`config.mk`:
```
export PLATFORM = sky130hd
export DESIGN_NAME = serial_link_slave
export DESIGN_NICKNAME = d
export VERILOG_FILES = /design/src/rtl/link_slave_pkg.sv /design/src/rtl/link_sync.sv /design/src/rtl/link_idle_timer.sv /design/src/rtl/serial_link_slave.sv
export SDC_FILE = /design/constraint.sdc
export NUM_CORES = 1
export LEC_CHECK = 0
export ABC_CLOCK_PERIOD_IN_PS = 8500
export BUFFER_PORTS_ARGS = -buffer_cell sky130_fd_sc_hd__buf_2
export CORE_UTILIZATION = 40
export CTS_CLUSTER_DIAMETER = 100
export DETAILED_ROUTE_END_ITERATION = 6
export PLACE_DENSITY = 0.58
export SLEW_MARGIN = 20
export SYNTH_ARGS = -nofsm -noshare
export SYNTH_HDL_FRONTEND = slang
export SYNTH_HIERARCHICAL = 1
export SYNTH_SLANG_ARGS = --single-unit
```
`constraint.sdc`:
```
create_clock -name clk -period 8.5 [get_ports clk]
set_clock_uncertainty 0.1 [all_clocks]
set_input_delay 1.275 -clock clk [delete_from_list [all_inputs] [get_ports clk]]
set_output_delay 1.275 -clock clk [all_outputs]
set_load 0.03 [all_outputs]
```
`src/rtl/link_slave_pkg.sv`:
```
package link_slave_pkg;

    localparam int BYTE_W = 8;
    localparam int CNT_W  = $clog2(BYTE_W);

    typedef struct packed {
        logic [BYTE_W-1:0] rx;
        logic [BYTE_W-1:0] tx;
        logic [BYTE_W-1:0] pend;
        logic [BYTE_W-1:0] fill;
        logic              pend_v;
        logic [CNT_W-1:0]  cnt;
        logic              sdout;
        logic              rx_valid;
        logic              sclk_prev;
        logic              src;
    } link_state_t;

endpackage

```
`src/rtl/link_sync.sv`:
```
module link_sync #(
    parameter int          W       = 2,
    parameter logic [W-1:0] RST_VAL = '1
) (
    input  logic         clk,
    input  logic         rst_n,
    input  logic [W-1:0] din,
    output logic [W-1:0] dout
);
    logic [W-1:0] meta_q, meta_d;
    logic [W-1:0] sync_q, sync_d;

    always_comb begin
        meta_d = din;
        sync_d = meta_q;
    end

    always_ff @(posedge clk or negedge rst_n) begin
        if (!rst_n) begin
            meta_q <= RST_VAL;
            sync_q <= RST_VAL;
        end else begin
            meta_q <= meta_d;
            sync_q <= sync_d;
        end
    end

    assign dout = sync_q;
endmodule

```
`src/rtl/link_idle_timer.sv`:
```
module link_idle_timer #(
    parameter int CLK_FREQ_HZ = 16_000_000,
    parameter int TO_W        = 16,
    parameter int TOUT_RST_US = 500,
    parameter int IDLE_W      = 32
) (
    input  logic            clk,
    input  logic            rst_n,
    input  logic            restart,
    input  logic            tout_wr,
    input  logic [TO_W-1:0] tout_data,
    output logic            stale
);
    localparam int CYC_PER_US = CLK_FREQ_HZ / 1_000_000;

    typedef struct packed {
        logic [IDLE_W-1:0] cnt;
        logic [TO_W-1:0]   tout;
    } timer_state_t;

    timer_state_t q, d;
    logic [IDLE_W-1:0] limit_cyc;

    always_comb begin
        limit_cyc = {{(IDLE_W-TO_W){1'b0}}, q.tout} * IDLE_W'(CYC_PER_US);
        d = q;
        if (restart)
            d.cnt = '0;
        else if (q.cnt != '1)
            d.cnt = q.cnt + 1'b1;
        if (tout_wr)
            d.tout = tout_data;
    end

    always_ff @(posedge clk or negedge rst_n) begin
        if (!rst_n) begin
            q.cnt  <= '0;
            q.tout <= TO_W'(TOUT_RST_US);
        end else begin
            q <= d;
        end
    end

    assign stale = (q.cnt > limit_cyc);
endmodule

```
`src/rtl/serial_link_slave.sv`:
```
module serial_link_slave
    import link_slave_pkg::*;
#(
    parameter int          CLK_FREQ_HZ = 16_000_000,
    parameter int          TO_W        = 16,
    parameter int          TOUT_RST_US = 500,
    parameter int          IDLE_W      = 32,
    parameter logic [7:0]  FILL_RST    = 8'hFF
) (
    input  logic            clk,
    input  logic            rst_n,
    input  logic            sclk_in,
    input  logic            sdin,
    output logic            sdout,
    input  logic            tx_wr,
    input  logic [7:0]      tx_data,
    input  logic            fill_wr,
    input  logic [7:0]      fill_data,
    input  logic            tout_wr,
    input  logic [TO_W-1:0] tout_data,
    input  logic            clk_src_sel,
    output logic [7:0]      rx_data,
    output logic            rx_valid
);
    localparam logic [CNT_W-1:0] LAST_BIT = CNT_W'(BYTE_W - 1);

    link_state_t q, d;
    logic [1:0] pins_s;
    logic sclk_s, sdin_s;
    logic rise_ev, fall_ev, src_chg, stale;
    logic [BYTE_W-1:0] rx_base;
    logic [CNT_W-1:0]  cnt_base;
    logic [CNT_W-1:0]  bit_cnt_w;
    logic              pend_v_w;

    link_sync #(.W(2), .RST_VAL(2'b11)) i_sync (
        .clk  (clk),
        .rst_n(rst_n),
        .din  ({sclk_in, sdin}),
        .dout (pins_s)
    );

    assign sclk_s  = pins_s[1];
    assign sdin_s  = pins_s[0];
    assign rise_ev = sclk_s & ~q.sclk_prev;
    assign fall_ev = ~sclk_s & q.sclk_prev;
    assign src_chg = clk_src_sel ^ q.src;

    link_idle_timer #(
        .CLK_FREQ_HZ(CLK_FREQ_HZ),
        .TO_W       (TO_W),
        .TOUT_RST_US(TOUT_RST_US),
        .IDLE_W     (IDLE_W)
    ) i_timer (
        .clk      (clk),
        .rst_n    (rst_n),
        .restart  (rise_ev),
        .tout_wr  (tout_wr),
        .tout_data(tout_data),
        .stale    (stale)
    );

    always_comb begin
        d           = q;
        d.rx_valid  = 1'b0;
        d.sclk_prev = sclk_s;
        d.src       = clk_src_sel;
        rx_base     = stale ? '0 : q.rx;
        cnt_base    = stale ? '0 : q.cnt;

        if (src_chg) begin
            d.cnt = '0;
            d.rx  = '0;
        end else if (rise_ev) begin
            d.rx = {rx_base[BYTE_W-2:0], sdin_s};
            if (cnt_base == LAST_BIT) begin
                d.cnt      = '0;
                d.rx_valid = 1'b1;
                if (q.pend_v) begin
                    d.tx     = q.pend;
                    d.pend_v = 1'b0;
                end else begin
                    d.tx = q.fill;
                end
            end else begin
                d.cnt = cnt_base + 1'b1;
            end
        end else if (fall_ev) begin
            d.sdout = q.tx[BYTE_W-1];
            d.tx    = {q.tx[BYTE_W-2:0], 1'b0};
        end

        if (fill_wr)
            d.fill = fill_data;

        if (tx_wr) begin
            if (q.cnt == '0) begin
                d.tx     = tx_data;
                d.pend_v = 1'b0;
            end else begin
                d.pend   = tx_data;
                d.pend_v = 1'b1;
            end
        end
    end

    always_ff @(posedge clk or negedge rst_n) begin
        if (!rst_n) begin
            q.rx        <= '0;
            q.tx        <= '0;
            q.pend      <= '0;
            q.fill      <= FILL_RST;
            q.pend_v    <= 1'b0;
            q.cnt       <= '0;
            q.sdout     <= 1'b0;
            q.rx_valid  <= 1'b0;
            q.sclk_prev <= 1'b1;
            q.src       <= 1'b0;
        end else begin
            q <= d;
        end
    end

    assign sdout     = q.sdout;
    assign rx_data   = q.rx;
    assign rx_valid  = q.rx_valid;
    assign bit_cnt_w = q.cnt;
    assign pend_v_w  = q.pend_v;
endmodule

```
==> out/metrics.cfg, run 1 <==
[status]
outcome = finished, final reports clean

[pwr]
pwr-share-clk = 0.372
pwr-share-comb = 0.151
seqPwrFrac = 0.477
ir_drop_mv = 0.0909
finalPower_uw = 1100
p_switching_uw = 298
power.density_nw_per_um2 = 193
p_leak_uw = 0.00240
internal_power_uw = 799
switching_share = 0.272

[critical_path]
crit_arrival_ns = 3.80
crit_slowest_cell = a21oi_1
cpPeakStageDelay_ns = 0.55
worstPathRequired_ns = 8.68
crit_chain = inv_1 -> ha_1 -> a21oi_1 -> o21ai_0 -> nor2_1 -> a211o_1 -> a21oi_1 -> nor2b_1 -> ha_1 -> ha_1 -> or2b_4 -> o22ai_1 -> a211o_1 -> a21oi_2
cp_max_fo = 10
worstSetupPathType = reg2reg
timing.critical_path.mode_cell = ha_1
start_kind = flop
crit_path_end_kind = flop

[clock_network]
h-tree-depth = 3
postCtsSetupRepairBufs = 0
cts_resized = 0
cts_tree = done
hold_buffers = 0
cts_buffers = 9
cts_sinks = 92
worstSkewPairLatency_ns = 0.35
clock_path_buffers = 2
cts_root_buf = clkbuf_16
path_clk_slew_ns = 0.07

[floorplanning]
die_h_um = 115
die_w_um = 115
start_util = 0.417
pin_count = 50
fp.dieArea_um2 = 13200
core_um2 = 12200
rows = 40

[logic_synthesis]
synthCells = 507
ys_types = 67
ys_ff_latch = 92
synth_seq_area_share = 0.456
ys_warn_count = 6
synth.avg_cell_area_um2 = 10.1
synthArstFlopShare = 1.00
synth_ff_type = dfrtp_1
synthesis.area_um2 = 5100
synth_nets = 567
synth-edff-count = 0

[detailed_routing]
drtIter0Drc = 220
drc = 0
routed_via_density = 5.47
ant_nets = 0
finalWirelength_mm = 10.9
drt-wirelength-per-cell_um = 15.3
firstDrtPassIters = 4
via_count = 3893

[place]
dp_hpwl_mm = 7.72
dp_cells = 696
routabilityCongestion = 0.794
portBuffers = 49

[final_layout]
nets = 599
instances_no_fill = 712
fin_util = 0.465
antenna_cells = 0
fillers = 1180
multi_input_area_um2 = 2480
regArea_um2 = 2330
area_delta_synth_final_pct = 11.4
drive_above_1_share = 0.261

[global_routing]
grt_usage = 0.178
overflow = 0
grt_pass1_vias = 3729
grt_max_degree = 57
antenna_found_initial = 0
grt_pass1_wl_mm = 18.5

[timing]
hold_viol = 0
setup_tns_ns = 0
setup_viol = 0
period_share = 0.426
maxSlewHeadroom = 0.309
max_freq_mhz = 276
hold_slack_ns = 0.256
min_period_ns = 3.62
rsz0062_at_grt = false
maxSlewViolCount = 0
tightest_slew_ns = 1.04

[job]
cap_violations = 0

[worst_hold_path]
hold_class = reg2reg

-- path summary, 6_finish.rpt --
check	cells past startpoint	startpoint	to	slack (ns)
hold reg to reg	0	i_sync/meta_q[0]$_DFF_PN1_	i_sync/dout[0]$_DFF_PN1_	0.26
min in group asynchronous	1	rst_n	q[20]$_DFFE_PN0P_	0.78
setup / recovery	14	i_timer/q[5]$_DFFE_PN1P_	q[25]$_DFF_PN0_	4.88
setup reg to reg	14	i_timer/q[5]$_DFFE_PN1P_	q[25]$_DFF_PN0_	4.88
hold / removal	0	i_sync/meta_q[0]$_DFF_PN1_	i_sync/dout[0]$_DFF_PN1_	0.26
max in group asynchronous	2	rst_n	i_timer/q[27]$_DFFE_PN0P_	6.42
-- worst max-delay path, delay by kind of cell, from the launching register on --
| kind | cells | cell delay [ns] |
|---|---|---|
| AOI/OAI and AO/OA | 7 | 1.65 |
| adders and majority gates | 3 | 0.77 |
| DFF | 1 | 0.51 |
| and+or+nand+nor | 3 | 0.49 |
| buffers and inverters | 1 | 0.04 |
-- registers in the layout (all words and copies together) (netlist names) --
signal	count
sdout	1
q	26
i_sync/meta_q	2
bit_cnt_w	3
rx_data	8
rx_valid	1
pend_v_w	1
i_timer/q	48
i_sync/dout	2
-- routing by layer --
layer	share of wire	GRT usage
met5	0	0
met2	0.48	0.280
met1	0.48	0.245
met3	0.028	0.0285
met4	0.015	0.0727
-- area by class of cell --
type / instances / share of cell area
multi-input cells: 359 / 0.437
clock inverters: 5 / 0.0106
well taps: 168 / 0.0370
inverters: 27 / 0.0178
clock buffers: 11 / 0.0428
repair buffers: 50 / 0.0450
flip-flops and latches: 92 / 0.410
-- cells in the mapped netlist, drive strengths merged, types with 3 or more instances --
cell type,n,share of area
nor4,7,0.014
nand4,14,0.020
mux2i,6,0.012
o21ai,43,0.044
a21oi,46,0.052
clkbuf,11,0.0083
dfrtp,73,0.36
nand2b,4,0.0064
dfstp,19,0.098
buf,18,0.028
nand3b,7,0.010
nor3,9,0.011
and2,3,0.0042
xnor2,3,0.0066
o22ai,4,0.0049
or3,14,0.018
a32o,3,0.0059
inv,27,0.020
ha,20,0.049
o31ai,6,0.013
and3,4,0.0059
mux2,27,0.060
a211oi,6,0.0098
a211o,5,0.0086
nand2,56,0.042
or4,6,0.0096
nor2,26,0.020
o32ai,4,0.0069
nand3,10,0.0098
nor2b,9,0.011
-- cells by family after synthesis --
| family | after synthesis | synth area share |
|---|---|---|
| simple gates | 176 | 0.194 |
| compound gates | 125 | 0.160 |
| flops | 92 | 0.456 |
| buf+inv | 56 | 0.0567 |
| mux | 33 | 0.0722 |
| fa+ha+maj | 20 | 0.0491 |
| xor+xnor | 5 | 0.0115 |
-- power by group through the flow --
stage	clock network, uW	logic (uW)	registers [uW]
5_1_grt	439	186	529
2_1_floorplan	0	127	521
3_5_place_dp	0	168	531
4_1_cts	422	168	523
6_report	409	165	524
3_3_place_gp	0	162	529
-- cells in the final DEF, fill, tap and decap left out, types with 10 or more instances in the layout --
cell     netlist  layout
nand2_1       54      54
dfstp_2       19      19
nand4_1       12      12
nor2_1        25      25
o21ai_0       34      34
buf_2          2      48
a21oi_1       37      37
dfrtp_1       73      73
nand3_1       10      10
ha_1          20      20
mux2_2        19      19
or3_1         10      10
inv_1         25      25
-- stage by stage --
step / worst slack (ns) / cell area (um2)
6_report: 4.88 / 5680
5_1_grt: 4.59 / 5680
4_1_cts: 4.88 / 5680
3_5_place_dp: 4.89 / 5380
3_3_place_gp: 5.01 / 5380
2_1_floorplan: 5.28 / 5100
No activity file was read; power rests on OpenSTA's default activity.
==> run 2, diff against run 1 <==
ABC_CLOCK_PERIOD_IN_PS = 3200   (was 8500)
PLACE_DENSITY = 0.6   (was 0.58)
clock period = 3.2 ns   (was 8.5 ns; I/O delays follow)
==> run 2 against run 1 <==
  * The flow now finishes with violations (setup timing)
  * Wire length rose by 3.3%
  * Design area up 5.0%
  * Power rose to 2.6 times the previous value
  * Global-route usage rose by 0.53 points
  * Cell count rose by 3.5%
  * Register-to-register slack got worse by 5.0 ns
  * Utilization grew 2.3 points
  * Count of clock-buffer cells in the layout shrank 1
  * Via count is 2.2% higher
  * Clock power rose by 140%
  * Sequential power rose to 2.7 times the previous value
  * Critical path type unchanged
==> out/metrics.cfg, run 2 (synthesis gave the netlist of run 1 again) <==
[critical_path]
r2r_slack_ns = -0.07  ; was 4.88 ns
worstPathRequired_ns = 3.37  ; was 8.68 ns
worstSetupPathDepth = 14  ; unchanged
cp_max_fo = 7  ; was 10
timing.critical_path.mode_cell = ha_4  ; was ha_1
endpoint = q[26]$_DFF_PN0_  ; was q[25]$_DFF_PN0_
crit_path_end_kind = flop  ; unchanged
path_delay_family = simple AND/OR/NAND/NOR gates  ; was compound AO/OA/AOI/OAI gates
crit_chain = inv_2 -> ha_4 -> nand2_1 -> or3_4 -> or4_4 -> o2bb2ai_4 -> a21oi_4 -> nor2b_2 -> ha_2 -> ha_4 -> or2b_4 -> o21ai_2 -> a211oi_2 -> o21ai_1  ; was inv_1 -> ha_1 -> a21oi_1 -> o21ai_0 -> nor2_1 -> a211o_1 -> a21oi_1 -> nor2b_1 -> ha_1 -> ha_1 -> or2b_4 -> o22ai_1 -> a211o_1 -> a21oi_2
reg2reg_depth = 14  ; unchanged
r2r_end = q[26]$_DFF_PN0_  ; was q[25]$_DFF_PN0_
cp-startpoint = i_timer/q[2]$_DFFE_PN1P_  ; was i_timer/q[5]$_DFFE_PN1P_
crit_slowest_cell = dfstp_2  ; was a21oi_1
critPathBufInv = 1  ; unchanged
worstSetupPathType = reg2reg  ; unchanged
cpPeakStageDelay_ns = 0.53  ; was 0.55 ns
r2r_start = i_timer/q[2]$_DFFE_PN1P_  ; was i_timer/q[5]$_DFFE_PN1P_
crit_arrival_ns = 3.44  ; was 3.80 ns
start_kind = flop  ; unchanged

[final_layout]
antenna_cells = 0  ; unchanged
area_delta_synth_final_pct = 17.0  ; was 11.4%
largest_reg_flops = 48  ; unchanged
drive_above_1_share = 0.329  ; was 0.261
final_cell_mix = dfrtp_1 (73), nand2_1 (54), buf_2 (48)  ; unchanged
layout_commonest_cell = dfrtp_1  ; unchanged
nets = 624  ; was 599
fin_util = 0.488  ; was 0.465
top_register = i_timer/q  ; unchanged
multi_input_area_um2 = 2600  ; was 2480 um2
fillers = 1172  ; was 1180
regArea_um2 = 2330  ; unchanged

[clock_network]
cts_tree = done  ; unchanged
cts_sinks = 92  ; unchanged
cts_buffers = 9  ; unchanged
cts_root_buf = clkbuf_16  ; unchanged
clock_path_buffers = 2  ; unchanged
hold_buffers = 0  ; unchanged
worstSkewPairLatency_ns = 0.35  ; about the same
h-tree-depth = 3  ; unchanged
path_clk_slew_ns = 0.07  ; about the same

[detailed_routing]
firstDrtPassIters = 7  ; was 4
drtIter0Drc = 215  ; was 220
via_count = 3979  ; was 3893
routed_via_density = 5.40  ; was 5.47
drc = 0  ; unchanged
wl_met3_um = 346  ; was 310 um
wl_met1_mm = 5.27  ; was 5.25 mm
dr.max_layer_used = met4  ; unchanged
ant_nets = 0  ; unchanged
drt-wirelength-per-cell_um = 15.3  ; about the same
wl_met2_mm = 5.46  ; was 5.18 mm
finalWirelength_mm = 11.3  ; was 10.9 mm

[floorplanning]
die_h_um = 115  ; unchanged
pin_count = 50  ; unchanged
start_util = 0.417  ; unchanged
fp.dieArea_um2 = 13200  ; unchanged
die_w_um = 115  ; unchanged
rows = 40  ; unchanged
core_um2 = 12200  ; unchanged

[pwr]
internal_power_uw = 2080  ; was 799 uW
seqPwrFrac = 0.479  ; was 0.477
pwr-share-clk = 0.346  ; was 0.372
ir_drop_mv = 0.217  ; was 0.0909 mV
switching_share = 0.282  ; was 0.272
pwr-share-comb = 0.176  ; was 0.151
p_switching_uw = 817  ; was 298 uW
p_leak_uw = 0.00253  ; was 0.00240 uW
power.density_nw_per_um2 = 486  ; was 193 nW/um2

[place]
portBuffers = 49  ; unchanged
routabilityCongestion = 0.800  ; was 0.794
dp_hpwl_mm = 7.80  ; was 7.72 mm

[timing]
hold_viol = 0  ; unchanged
maxSlewViolCount = 0  ; unchanged
setup_tns_ns = -0.287  ; was 0 ns
max_freq_mhz = 305  ; was 276 MHz
rsz0062_at_grt = true  ; was false
min_period_ns = 3.27  ; was 3.62 ns
setup_viol = 7  ; was 0
maxSlewHeadroom = 0.482  ; was 0.309
tightest_slew_ns = 0.778  ; was 1.04 ns
setup_slack_ns = -0.0741  ; was 4.88 ns
period_share = 1.02  ; was 0.426

[worst_hold_path]
hold_class = in2async  ; was reg2reg

[global_routing]
grt_max_degree = 86  ; was 57
overflow = 0  ; unchanged
grt_pass1_vias = 3929  ; was 3729
grt_pass1_wl_mm = 19.0  ; was 18.5 mm
antenna_found_initial = 0  ; unchanged
grt_usage = 0.183  ; was 0.178

[status]
outcome = complete, but fails checks  ; was finished, final reports clean
violations = setup timing

[job]
cap_violations = 0  ; unchanged

## run 2: cell types whose count changed in the layout (fill, tap and decap cells not counted), sizes merged
cell      change
buf          +25
bufinv        -1
clkbuf        -1
clkinv        +1
clkinvlp      +1
## run 2: worst reg2reg max path, delay by kind of cell (launching register included)
family,cells,cell delay [ns]
fa+ha+maj,3,0.60
flops,1,0.53
buf+inv,1,0.05
simple gates,5,1.29
compound gates,5,0.62
## run 2: power groups by stage
stage	clock, uW	combinational, uW	sequential, uW
3_3_place_gp	0	470	1400
5_1_grt	1090	570	1400
2_1_floorplan	0	338	1380
4_1_cts	1040	505	1380
6_report	1000	510	1390
3_5_place_dp	0	488	1400
## run 2: timing repair
item                                    in CTS  in global routing
endpoints found under the setup margin       9                  9
buffers inserted                             2                  2
pin swaps                                   18                 12
resized for setup                           19                  5
## run 2: per-stage QoR
stage / setup WS (ns) / cell area, um2 / hold slack, ns / cells / power [uW]
CTS: -0.176 / 5920 / 0.116 / 735 / 2930
detailed placement: -0.284 / 5540 / 0.248 / 717 / 1890
finish: -0.0741 / 5960 / 0.0910 / 737 / 2900
global route: -0.182 / 5960 / 0.114 / 737 / 3060
floorplan: 0.00964 / 5100 / 0.0844 / 507 / 1720
global placement: -0.146 / 5540 / 0.248 / 717 / 1870
## run 2: layout make-up
cell class	instances	area share
Tap cell	168	0.0352
Sequential cell	92	0.390
Clock inverter	6	0.00650
Inverter	27	0.0170
Multi-Input combinational cell	359	0.436
Clock buffer	10	0.0401
Timing Repair Buffer	75	0.0749
## run 2: worst min path at each step
stage | slack, ns | endpoint | startpoint
finish | 0.09 | q[29]$_DFF_PN0_ | rst_n
global route | 0.11 | i_sync/meta_q[0]$_DFF_PN1_ | sdin
CTS | 0.12 | i_sync/meta_q[1]$_DFF_PN1_ | sclk_in
detailed placement | 0.25 | i_sync/dout[0]$_DFF_PN1_ | i_sync/meta_q[0]$_DFF_PN1_
global placement | 0.25 | i_sync/dout[0]$_DFF_PN1_ | i_sync/meta_q[0]$_DFF_PN1_
floorplan | 0.08 | bit_cnt_w[0]$_DFFE_PN0P_ | rst_n
## run 2: per-layer routing
metal  up-vias  GRT usage
li1       1933          -
met1      1965      0.237
met2        65      0.298
met3        16     0.0395
met4         0     0.0788
met5         -          0
